## config.mk

```make
export PLATFORM = sky130hd
export DESIGN_NAME = iwin_decoder
export DESIGN_NICKNAME = d
export VERILOG_FILES = /design/src/rtl/iwin_pkg.sv /design/src/rtl/iwin_regs.sv /design/src/rtl/iwin_match.sv /design/src/rtl/iwin_prio.sv /design/src/rtl/iwin_decoder.sv
export SDC_FILE = /design/constraint.sdc
export NUM_CORES = 1
export LEC_CHECK = 0
export BUFFER_PORTS_ARGS = -buffer_cell sky130_fd_sc_hd__buf_2
export CAP_MARGIN = 10
export CORE_MARGIN = 1
export CORE_UTILIZATION = 56
export DETAILED_ROUTE_END_ITERATION = 10
export HOLD_SLACK_MARGIN = 0.02
export PLACE_DENSITY = 0.74
export SLEW_MARGIN = 10
export SYNTH_ARGS = -nofsm -noshare
export SYNTH_HDL_FRONTEND = slang
export SYNTH_SLANG_ARGS = --single-unit
```

## constraint.sdc

```tcl
create_clock -name clk -period 5.65 [get_ports clk]
set_clock_uncertainty 0.1 [all_clocks]
set_input_delay 0.565 -clock clk [delete_from_list [all_inputs] [get_ports clk]]
set_output_delay 0.565 -clock clk [all_outputs]
set_load 0.03 [all_outputs]
```

## src/rtl/iwin_pkg.sv

```systemverilog
package iwin_pkg;
  localparam int CFG_AW    = 16;
  localparam int DATA_W    = 32;
  localparam int GRAN_W    = 16;
  localparam int HI_W      = DATA_W - GRAN_W;
  localparam int TGT_W     = 4;
  localparam int ATTR_W    = 8;
  localparam int MAX_WIN   = 6;
  localparam int WIN_IDX_W = $clog2(MAX_WIN);

  localparam logic [CFG_AW-1:0] AP_CTRL_OFF = 16'h1804;
  localparam logic [CFG_AW-1:0] AP_LO_OFF   = 16'h0018;
  localparam logic [CFG_AW-1:0] AP_HI_OFF   = 16'h001C;

  typedef struct packed {
    logic              en;
    logic [HI_W-1:0]   size_m1;
    logic [ATTR_W-1:0] attr;
    logic [TGT_W-1:0]  tgt;
    logic [HI_W-1:0]   base_hi;
    logic [HI_W-1:0]   remap_hi;
  } win_cfg_t;

  typedef struct packed {
    logic              en;
    logic [HI_W-1:0]   size_m1;
    logic [HI_W-1:0]   base_hi;
    logic [DATA_W-1:0] base_upper;
  } ap_cfg_t;

  typedef struct packed {
    logic                 hit;
    logic                 err;
    logic [WIN_IDX_W-1:0] win;
    logic [TGT_W-1:0]     tgt;
    logic [ATTR_W-1:0]    attr;
    logic [DATA_W-1:0]    addr;
  } rsp_t;

  // Control word offset for window n; the last window sits apart from the strided group.
  function automatic logic [CFG_AW-1:0] win_ctrl_off(input int n);
    if (n < 5) return CFG_AW'(16'h1820 + 16 * n);
    else       return 16'h1880;
  endfunction

  function automatic logic [CFG_AW-1:0] win_base_off(input int n);
    return win_ctrl_off(n) + 16'h0004;
  endfunction

  function automatic logic [CFG_AW-1:0] win_remap_off(input int n);
    return win_ctrl_off(n) + 16'h000C;
  endfunction
endpackage

```

## src/rtl/iwin_regs.sv

```systemverilog
module iwin_regs
  import iwin_pkg::*;
#(
  parameter int NUM_WIN = MAX_WIN
) (
  input  logic                        clk,
  input  logic                        rst_n,
  input  logic                        cfg_we,
  input  logic [CFG_AW-1:0]           cfg_addr,
  input  logic [DATA_W-1:0]           cfg_wdata,
  output win_cfg_t [NUM_WIN-1:0]      win_cfg,
  output ap_cfg_t                     ap_cfg
);
  // Per-window register triplets.
  for (genvar i = 0; i < NUM_WIN; i++) begin : g_win
    localparam logic [CFG_AW-1:0] CTRL_OFF  = win_ctrl_off(i);
    localparam logic [CFG_AW-1:0] BASE_OFF  = win_base_off(i);
    localparam logic [CFG_AW-1:0] REMAP_OFF = win_remap_off(i);

    always_ff @(posedge clk) begin
      if (!rst_n) begin
        win_cfg[i] <= '0;
      end else if (cfg_we) begin
        if (cfg_addr == CTRL_OFF) begin
          win_cfg[i].size_m1 <= cfg_wdata[31:16];
          win_cfg[i].attr    <= cfg_wdata[15:8];
          win_cfg[i].tgt     <= cfg_wdata[7:4];
          win_cfg[i].en      <= cfg_wdata[0];
        end
        if (cfg_addr == BASE_OFF)  win_cfg[i].base_hi  <= cfg_wdata[31:16];
        if (cfg_addr == REMAP_OFF) win_cfg[i].remap_hi <= cfg_wdata[31:16];
      end
    end
  end

  // Outer aperture registers.
  always_ff @(posedge clk) begin
    if (!rst_n) begin
      ap_cfg <= '0;
    end else if (cfg_we) begin
      if (cfg_addr == AP_CTRL_OFF) begin
        ap_cfg.size_m1 <= cfg_wdata[31:16];
        ap_cfg.en      <= cfg_wdata[0];
      end
      if (cfg_addr == AP_LO_OFF) ap_cfg.base_hi    <= cfg_wdata[31:16];
      if (cfg_addr == AP_HI_OFF) ap_cfg.base_upper <= cfg_wdata;
    end
  end
endmodule

```

## src/rtl/iwin_match.sv

```systemverilog
module iwin_match
  import iwin_pkg::*;
#(
  parameter int NUM_WIN = MAX_WIN
) (
  input  logic [DATA_W-1:0]      addr,
  input  win_cfg_t [NUM_WIN-1:0] win_cfg,
  input  ap_cfg_t                ap_cfg,
  output logic                   ap_hit,
  output logic [NUM_WIN-1:0]     win_hit
);
  localparam logic [GRAN_W-1:0] LOW_ONES = '1;

  logic [DATA_W-1:0] ap_mask;
  assign ap_mask = {ap_cfg.size_m1, LOW_ONES};
  assign ap_hit  = ap_cfg.en && (ap_cfg.base_upper == '0) &&
                   ((addr & ~ap_mask) == ({ap_cfg.base_hi, {GRAN_W{1'b0}}} & ~ap_mask));

  for (genvar i = 0; i < NUM_WIN; i++) begin : g_cmp
    logic [DATA_W-1:0] mask;
    assign mask       = {win_cfg[i].size_m1, LOW_ONES};
    assign win_hit[i] = win_cfg[i].en &&
                        ((addr & ~mask) == ({win_cfg[i].base_hi, {GRAN_W{1'b0}}} & ~mask));
  end
endmodule

```

## src/rtl/iwin_prio.sv

```systemverilog
module iwin_prio #(
  parameter int N     = 6,
  parameter int IDX_W = 3
) (
  input  logic [N-1:0]     req,
  output logic             any,
  output logic [IDX_W-1:0] idx
);
  // Scan from the top down so the lowest set bit is written last and wins.
  always_comb begin
    any = 1'b0;
    idx = '0;
    for (int i = N - 1; i >= 0; i--) begin
      if (req[i]) begin
        any = 1'b1;
        idx = IDX_W'(i);
      end
    end
  end
endmodule

```

## src/rtl/iwin_decoder.sv

```systemverilog
module iwin_decoder
  import iwin_pkg::*;
#(
  parameter int NUM_WIN = MAX_WIN
) (
  input  logic        clk,
  input  logic        rst_n,
  input  logic        cfg_we,
  input  logic [15:0] cfg_addr,
  input  logic [31:0] cfg_wdata,
  input  logic        req_valid,
  output logic        req_ready,
  input  logic [31:0] req_addr,
  output logic        rsp_valid,
  input  logic        rsp_ready,
  output logic        rsp_hit,
  output logic        rsp_err,
  output logic [2:0]  rsp_win,
  output logic [3:0]  rsp_target,
  output logic [7:0]  rsp_attr,
  output logic [31:0] rsp_addr
);
  win_cfg_t [NUM_WIN-1:0] win_cfg;
  ap_cfg_t                ap_cfg;
  logic                   ap_hit;
  logic [NUM_WIN-1:0]     win_hit;
  logic                   any_hit;
  logic [WIN_IDX_W-1:0]   sel;

  iwin_regs #(.NUM_WIN(NUM_WIN)) u_regs (
    .clk       (clk),
    .rst_n     (rst_n),
    .cfg_we    (cfg_we),
    .cfg_addr  (cfg_addr),
    .cfg_wdata (cfg_wdata),
    .win_cfg   (win_cfg),
    .ap_cfg    (ap_cfg)
  );

  iwin_match #(.NUM_WIN(NUM_WIN)) u_match (
    .addr    (req_addr),
    .win_cfg (win_cfg),
    .ap_cfg  (ap_cfg),
    .ap_hit  (ap_hit),
    .win_hit (win_hit)
  );

  iwin_prio #(.N(NUM_WIN), .IDX_W(WIN_IDX_W)) u_prio (
    .req (win_hit & {NUM_WIN{ap_hit}}),
    .any (any_hit),
    .idx (sel)
  );

  // Fields of the selected window.
  logic [TGT_W-1:0]  sel_tgt;
  logic [ATTR_W-1:0] sel_attr;
  logic [HI_W-1:0]   sel_remap;
  always_comb begin
    sel_tgt   = '0;
    sel_attr  = '0;
    sel_remap = '0;
    for (int i = 0; i < NUM_WIN; i++) begin
      if (sel == WIN_IDX_W'(i)) begin
        sel_tgt   = win_cfg[i].tgt;
        sel_attr  = win_cfg[i].attr;
        sel_remap = win_cfg[i].remap_hi;
      end
    end
  end

  rsp_t nxt, rsp_q;
  always_comb begin
    nxt      = '0;
    nxt.addr = req_addr;
    if (any_hit) begin
      nxt.hit  = 1'b1;
      nxt.win  = sel;
      nxt.tgt  = sel_tgt;
      nxt.attr = sel_attr;
      if (sel_remap != '0) nxt.addr = {sel_remap, req_addr[GRAN_W-1:0]};
    end else begin
      nxt.err = 1'b1;
    end
  end

  // One-entry output stage.
  logic accept;
  assign req_ready = !rsp_valid || rsp_ready;
  assign accept    = req_valid && req_ready;

  always_ff @(posedge clk) begin
    if (!rst_n) begin
      rsp_valid <= 1'b0;
      rsp_q     <= '0;
    end else if (accept) begin
      rsp_valid <= 1'b1;
      rsp_q     <= nxt;
    end else if (rsp_ready) begin
      rsp_valid <= 1'b0;
    end
  end

  assign rsp_hit    = rsp_q.hit;
  assign rsp_err    = rsp_q.err;
  assign rsp_win    = rsp_q.win;
  assign rsp_target = rsp_q.tgt;
  assign rsp_attr   = rsp_q.attr;
  assign rsp_addr   = rsp_q.addr;
endmodule

```

# After elaboration in Yosys (flattened, before gate mapping)
# Cells that the tools add are included.
dict set report totals {
  word_cells 174
  register_bits 481
  in_bits 85
  out_inout_bits 51
}
dict set report op_classes {
  n_reduce_logical 36
  muxes 36
  bitwise_logic 22
  n_eq_ne 33
}
# cell n
set op_table {}
lappend op_table {{$and 32x32->32} 14}
lappend op_table {{$eq 16x13->1 const B} 19}
lappend op_table {{$eq 32x32->1} 7}
lappend op_table {{$not 32->32} 7}
lappend op_table {{$mux 16} 6}
lappend op_table {{$mux 8} 6}
lappend op_table {{$mux 47} 1}
lappend op_table {{$reduce_and 2->1} 21}
lappend op_table {{$eq 16x5->1 const B} 2}
lappend op_table {{$logic_not 32->1} 1}
lappend op_table {{$mux 32} 1}
lappend op_table {{$mux 4} 6}
lappend op_table {{$mux 3} 6}
lappend op_table {{$reduce_bool 16->1} 1}
lappend op_table {{$mux 1} 10}
lappend op_table {{$logic_and 1x1->1} 9}
lappend op_table {{$and 6x6->6} 1}
lappend op_table {{$eq 3x2->1 const B} 2}
lappend op_table {{$eq 3x3->1 const B} 2}
lappend op_table {{$eq 3x1->1 const B} 1}
lappend op_table {{$logic_not 3->1} 1}
lappend op_table {{$reduce_bool 2->1} 1}
lappend op_table {{$logic_not 1->1} 1}
lappend op_table {{$logic_or 1x1->1} 1}

# Longest topological paths before layout
dict set report logic_depth {
  word_depth 21
  depth_mapped 17
}

# By module
# Synthesis repeated with hierarchy kept, for this count alone.
dict set report hier_totals {
  hier_cells 2257
  area_unflattened_um2 20953.8
}
# mod area_each_um2 seq_area_each_um2 n_inst cells_per_inst
set modules_own_cells {}
lappend modules_own_cells {iwin_regs 15576.2 8628.3 1 1506}
lappend modules_own_cells {iwin_decoder 3582.2 1001.0 1 510}
lappend modules_own_cells {iwin_match 1737.9 0.0 1 231}
lappend modules_own_cells {iwin_prio 57.6 0.0 1 10}

# Least setup slack after synthesis
# OpenSTA, ideal clock, no wires.
dict set report synth_timing {
  kind {input-to-reg}
  start {in req_addr[27]}
  end {reg rsp_q, in the netlist rsp_addr[21]}
  required_ns 5.435
  path_buffers 2
  stages 15
  slack_ns 1.719
  setup_time_ns 0.115
  arrival_time_ns 3.716
  path_cell_list {buf_2 -> xnor2_1 -> o22ai_1 -> or3_1 -> nor4_4 -> a211oi_2 -> nand2_1 -> buf_2 -> mux2_2 -> a21oi_1 -> nand4_1 -> nor4_4 -> a21oi_4 -> mux2i_1 -> o21ba_2}
}
dict set report synth_between {
  elab_chain_cells 20
  word_cells_on_any_way 49
  cone_classes {eq/ne (12); mux (20); bitwise (8); reduce/logical (9)}
}
# element line_no
set synth_rtl {}
lappend synth_rtl {{start: declaration} iwin_decoder.sv:13} ;# input logic [31:0] req_addr,
lappend synth_rtl {{$and 32x32->32 (on tied branches)} {iwin_match.sv:23, iwin_match.sv:17}}
lappend synth_rtl {{$eq 32x32->1 (on tied branches)} {iwin_match.sv:23, iwin_match.sv:17}}
lappend synth_rtl {{$logic_and 1x1->1 (on tied branches)} {iwin_match.sv:22, iwin_match.sv:16}}
lappend synth_rtl {{$and 6x6->6 *} iwin_decoder.sv:49} ;# .req (win_hit & {NUM_WIN{ap_hit}}),
lappend synth_rtl {{$mux 3 (6 in series)} iwin_prio.sv:14} ;# if (req[i]) begin
lappend synth_rtl {{$logic_not 3->1} iwin_decoder.sv:63} ;# if (sel == WIN_IDX_W'(i)) begin
lappend synth_rtl {{$mux 16 (6 in series)} iwin_decoder.sv:63}
lappend synth_rtl {{$reduce_bool 16->1} iwin_decoder.sv:80} ;# if (sel_remap != '0) nxt.addr = {sel_remap, req_addr[GRAN_W-1:0]};
lappend synth_rtl {{$mux 32} iwin_decoder.sv:80}
lappend synth_rtl {{$mux 47 *} iwin_decoder.sv:75} ;# if (any_hit) begin
lappend synth_rtl {{end signal: assignment} iwin_decoder.sv:97} ;# rsp_q <= nxt;
lappend synth_rtl {{end: declaration} iwin_decoder.sv:71} ;# rsp_t nxt, rsp_q;
# Every way passes the cells marked *; elsewhere a longest branch is shown, timed or not.
# A chain may end at the register's enable or synchronous reset.

# Worst setup path after layout
dict set report layout_timing {
  start {reg, netlist name u_regs.ap_cfg[25]}
  end {reg rsp_q, in the netlist rsp_addr[29]}
}
dict set report layout_between {
  elab_chain_cells 20
  word_cells_on_any_way 31
  cone_classes {eq/ne (5); mux (20); bitwise (1); reduce/logical (5)}
}
# element line_no
set layout_rtl {}
lappend layout_rtl {{$logic_not 32->1 *} iwin_match.sv:16} ;# assign ap_hit = ap_cfg.en && (ap_cfg.base_upper == '0) &&
lappend layout_rtl {{$logic_and 1x1->1 * (2 in series)} iwin_match.sv:16}
lappend layout_rtl {{$and 6x6->6 *} iwin_decoder.sv:49}
lappend layout_rtl {{$mux 3 (6 in series)} iwin_prio.sv:14}
lappend layout_rtl {{$logic_not 3->1} iwin_decoder.sv:63}
lappend layout_rtl {{$mux 16 (6 in series)} iwin_decoder.sv:63}
lappend layout_rtl {{$reduce_bool 16->1} iwin_decoder.sv:80}
lappend layout_rtl {{$mux 32} iwin_decoder.sv:80}
lappend layout_rtl {{$mux 47 *} iwin_decoder.sv:75}
# Marks and branches as above.

==> summary.md <==
| Metric | Value |
|---|---|
| Status | finished clean |
| Internal cell power | around 0.0055 W |
| Asr flop ratio synth | 0% |
| Synth Net Count | roughly 2700 |
| Logic pwr share | between 5 and 6% |
| Crit. Startpoint | u_regs.ap_cfg[25] |
| Vias in the first global route | roughly 18000 |
| NumNets Final | 2675 |
| Register area | slightly below 10000 um^2 |
| Die ar. | around 40000 um^2 |
| DR iter-0 viols | 1816 |
| Post-CTS Hold Buffers | 0 |
| CP Capture Type | flip-flop |
| Power share of the sequential group | 47.6% |
| Worst R2R Start | u_regs.ap_cfg[25] |
| Vias per inst | approximately 6 |
| Final Slew Violations | 0 |
| Die width | 199 um |
| Vias | ~19000 |
| Fin crit share | a little over four fifths |
| CTS tree | built |
| Seq/Total Area, Yosys | 44.2% |
| EDFF count, synth | 0 |
| CP Cell Sequence | nor4_1 > o211ai_1 > nor3_1 > nand4b_1 > nor3_2 > nand2_1 > buf_4 > nor2_1 > a2bb2oi_1 > and4bb_2 > a21oi_4 > nor2b_1 > o221a_2 |
| Worst-margin pin slew | between 1000 and 1500 ps |
| Layout cell share with drive strength beyond 1 | roughly 11% |
| Worst Hold Class | input port to flip-flop |
| XOR/XNOR Fraction of Synth Area | 4.57% |
| Required @ worst endpoint | a little over 6000 ps |
| Switching share of power | a little under a quarter |
| PwrDens | about 300 nW/um^2 |
| Worst-path maximum fanout | 10 |
| Synth area leader | dfxtp_1 |
| Crit path DAT | approximately 5100 ps |
| Synth Area in Adders | 0% |
| Prevailing post-synth register cell | dfxtp_1 |
| Setup TNS | 0 ps |
| Fill cells | 3302 |
| Sw power | 0.00167 W |
| HP Start | cfg_wdata[3] |
| Cts repair resizes | 0 |
| Final min period | 4700 ps |
| Overall power | 0.00718 W |
| CTS root buf | clkbuf_16 |
| Htree depth | 2 |
| Setup Buffers After CTS | 0 |
| Ys Warns | 0 |
| DR pass1 iterations | 6 |
| WL final | 69200 um |
| Worst skew pair latency | about 600 ps |
| Initial antenna violation count | 2 |
| Max-cap viol count | 0 |
| Multiplexer share of the synthesized area | under 10% |
| Rel. slew slack | between 15 and 20% |
| Syn_area_per_cell | ~8.4 um^2 |
| CP delay by family, top | simple AND/OR/NAND/NOR gates |
| RSZ-0062 raised after global routing | no |
| Row cnt | 71 |
| Crit path buf inv count | 1 |
| Max Fclk | ~210 MHz |
| Buffers on Ports | between 100 and 150 |
| P&R area growth vs syn | 10.8% |
| Lkg Pwr | 8.68 nW |
| CP max-delay cell | nor3_2 |
| Mapped Cells | roughly 2600 |
| First-pass GRT wire length | between 100000 and 150000 um |
| Post-Synth Simple-Gate Area | between 20% and 30% |
| Total Routing Usage GR | between 30% and 40% |
| Crit start category | flip-flop |
| Multi-input gate area | roughly 11000 um^2 |
| Final Wtd Congestion | roughly 0.97 |
| CTS Sinks | 481 |
| Final setup fails | 0 |
| Dominant cells by area after synthesis | dfxtp_1 (44%), nand2_1 (13%), a21boi_0 (13%) |
| Starting Density | about 57% |
| Cell Area, Synth | around 22000 um^2 |
| Main combinational cell family by area after synthesis | simple AND/OR/NAND/NOR gates |
| Critical path's largest stage delay | about 620 ps |
| Final HPWL DP | between 40000 and 50000 um |
| I/O pin cnt | around 140 |
| CP Class | flip-flop to flip-flop |
| Clock share of power | 46.6% |
| Wire per inst | 22.0 um |
| Chip Height | ~200 um |
| Compound-Gate Fraction of Synth Area | about a fifth |
| Reg clk slew, reported paths | about 60 ps |
| Grt ovf | 0 |
| Worst VDD drop | between 200 and 250 uV |
| Core Region | approximately 38000 um^2 |
| Total CTS buffers | 50 |
| Post-route ant nets | 0 |
| Top cell type's share of synthesized area | around 44% |
| Largest net degree at the start of global routing | ~220 |
| Unique masters post-synth | 75 |
| Post-synthesis register bit count | between 400 and 500 |
| DRC Markers | 0 |
| Hold Vio Cnt, Final | 0 |
| Max Buffers Root-to-Sink | 3 |
-- logic make-up (layout without fill, tap and decap cells) --
logic type	Yosys count	in the layout
AND/OR/NAND/NOR	1049	1049
XOR/XNOR	112	112
buffers and inverters	215	254
AO/OA/AOI/OAI	578	578
multiplexers	154	154
other	0	1
flip-flops	481	481
-- layout make-up --
cell class | count | area share, %
Antenna cell | 1 | 0.0104
Clock buffer | 71 | 6.05
Clock inverter | 19 | 0.855
Inverter | 6 | 0.0933
Multi-Input combinational cell | 1893 | 46.9
Sequential cell | 481 | 39.9
Tap cell | 511 | 2.65
Timing Repair Buffer | 158 | 3.61
-- metal layers --
metal	up-vias	global-route usage, %	part of all wire [%]
met5	-	0	0.027
met4	2	15.6	4.3
met3	176	7.88	9.1
met2	785	56.1	46
met1	8867	44.4	41
li1	8690	-	-
-- tightest hold or removal path, delay by kind of cell --
family	cells	cell delay, ps
buffers and inverters	1	100
AOI/OAI and AO/OA	1	60
and+or+nand+nor	1	40
-- power groups by stage --
stage          sequential, W  combinational (W)  clock (W)
2_1_floorplan        0.00352           0.000216          0
3_3_place_gp         0.00350           0.000401          0
3_5_place_dp         0.00350           0.000403          0
4_1_cts              0.00342           0.000404    0.00338
5_1_grt              0.00342           0.000428    0.00352
6_report             0.00342           0.000411    0.00335
-- flip-flops by register name, indices dropped and copies added (netlist names) --
name,cells
rsp_valid,1
rsp_addr,32
rsp_hit,1
rsp_err,1
rsp_target,4
rsp_attr,8
u_regs.ap_cfg,65
rsp_win,3
u_regs.win_cfg,366
-- path summary, 6_finish.rpt --
path	slack [ps]	cells after the start	end
worst max-delay path	950	13	rsp_addr[29]
worst min-delay path	130	3	u_regs.ap_cfg[3]
worst max register to register	950	13	rsp_addr[29]
worst min register to register	360	2	u_regs.win_cfg[218]
-- synth_stat cells, types with 4 or more instances --
cell type and n:
a211oi_1 6, a21boi_0 365, a21oi_1 25, and2_1 14, and3_1 10, and4_1 4, buf_1 9, buf_2 18
buf_6 4, clkbuf_1 175, dfxtp_1 481, inv_1 6, mux2_2 8, mux2i_1 146, nand2_1 761, nand2b_1 6
nand3_1 18, nand4_1 12, nor2_1 47, nor2b_1 102, nor3_1 18, nor4_1 25, nor4_2 4, nor4b_1 6
o211ai_1 5, o21ai_0 60, o22ai_1 73, xnor2_1 110
-- per-stage QoR --
| step | area, um^2 | setup WS, ps | hold slack, ps | std cells | util [%] |
|---|---|---|---|---|---|
| 3_5_place_dp | 22500 | 770 | 357 | 3049 | 59.1 |
| 3_3_place_gp | 22500 | 849 | 349 | 3049 | 59.1 |
| 6_report | 24100 | 948 | 127 | 3140 | 63.5 |
| 5_1_grt | 24100 | 635 | 126 | 3140 | 63.5 |
| 4_1_cts | 24100 | 1020 | 109 | 3139 | 63.5 |
| 2_1_floorplan | 21800 | 1720 | 339 | 2589 | - |
-- placed cells by master (no fill, tap or decap), drive strengths merged, types with 32 or more instances in the layout --
cell,count
nand2,761
dfxtp,481
a21boi,365
buf,158
mux2i,146
xnor2,112
nor2b,102
o22ai,73
clkbuf,71
o21ai,63
nor2,48
nor4,32
(Power assumes the default switching activity.)
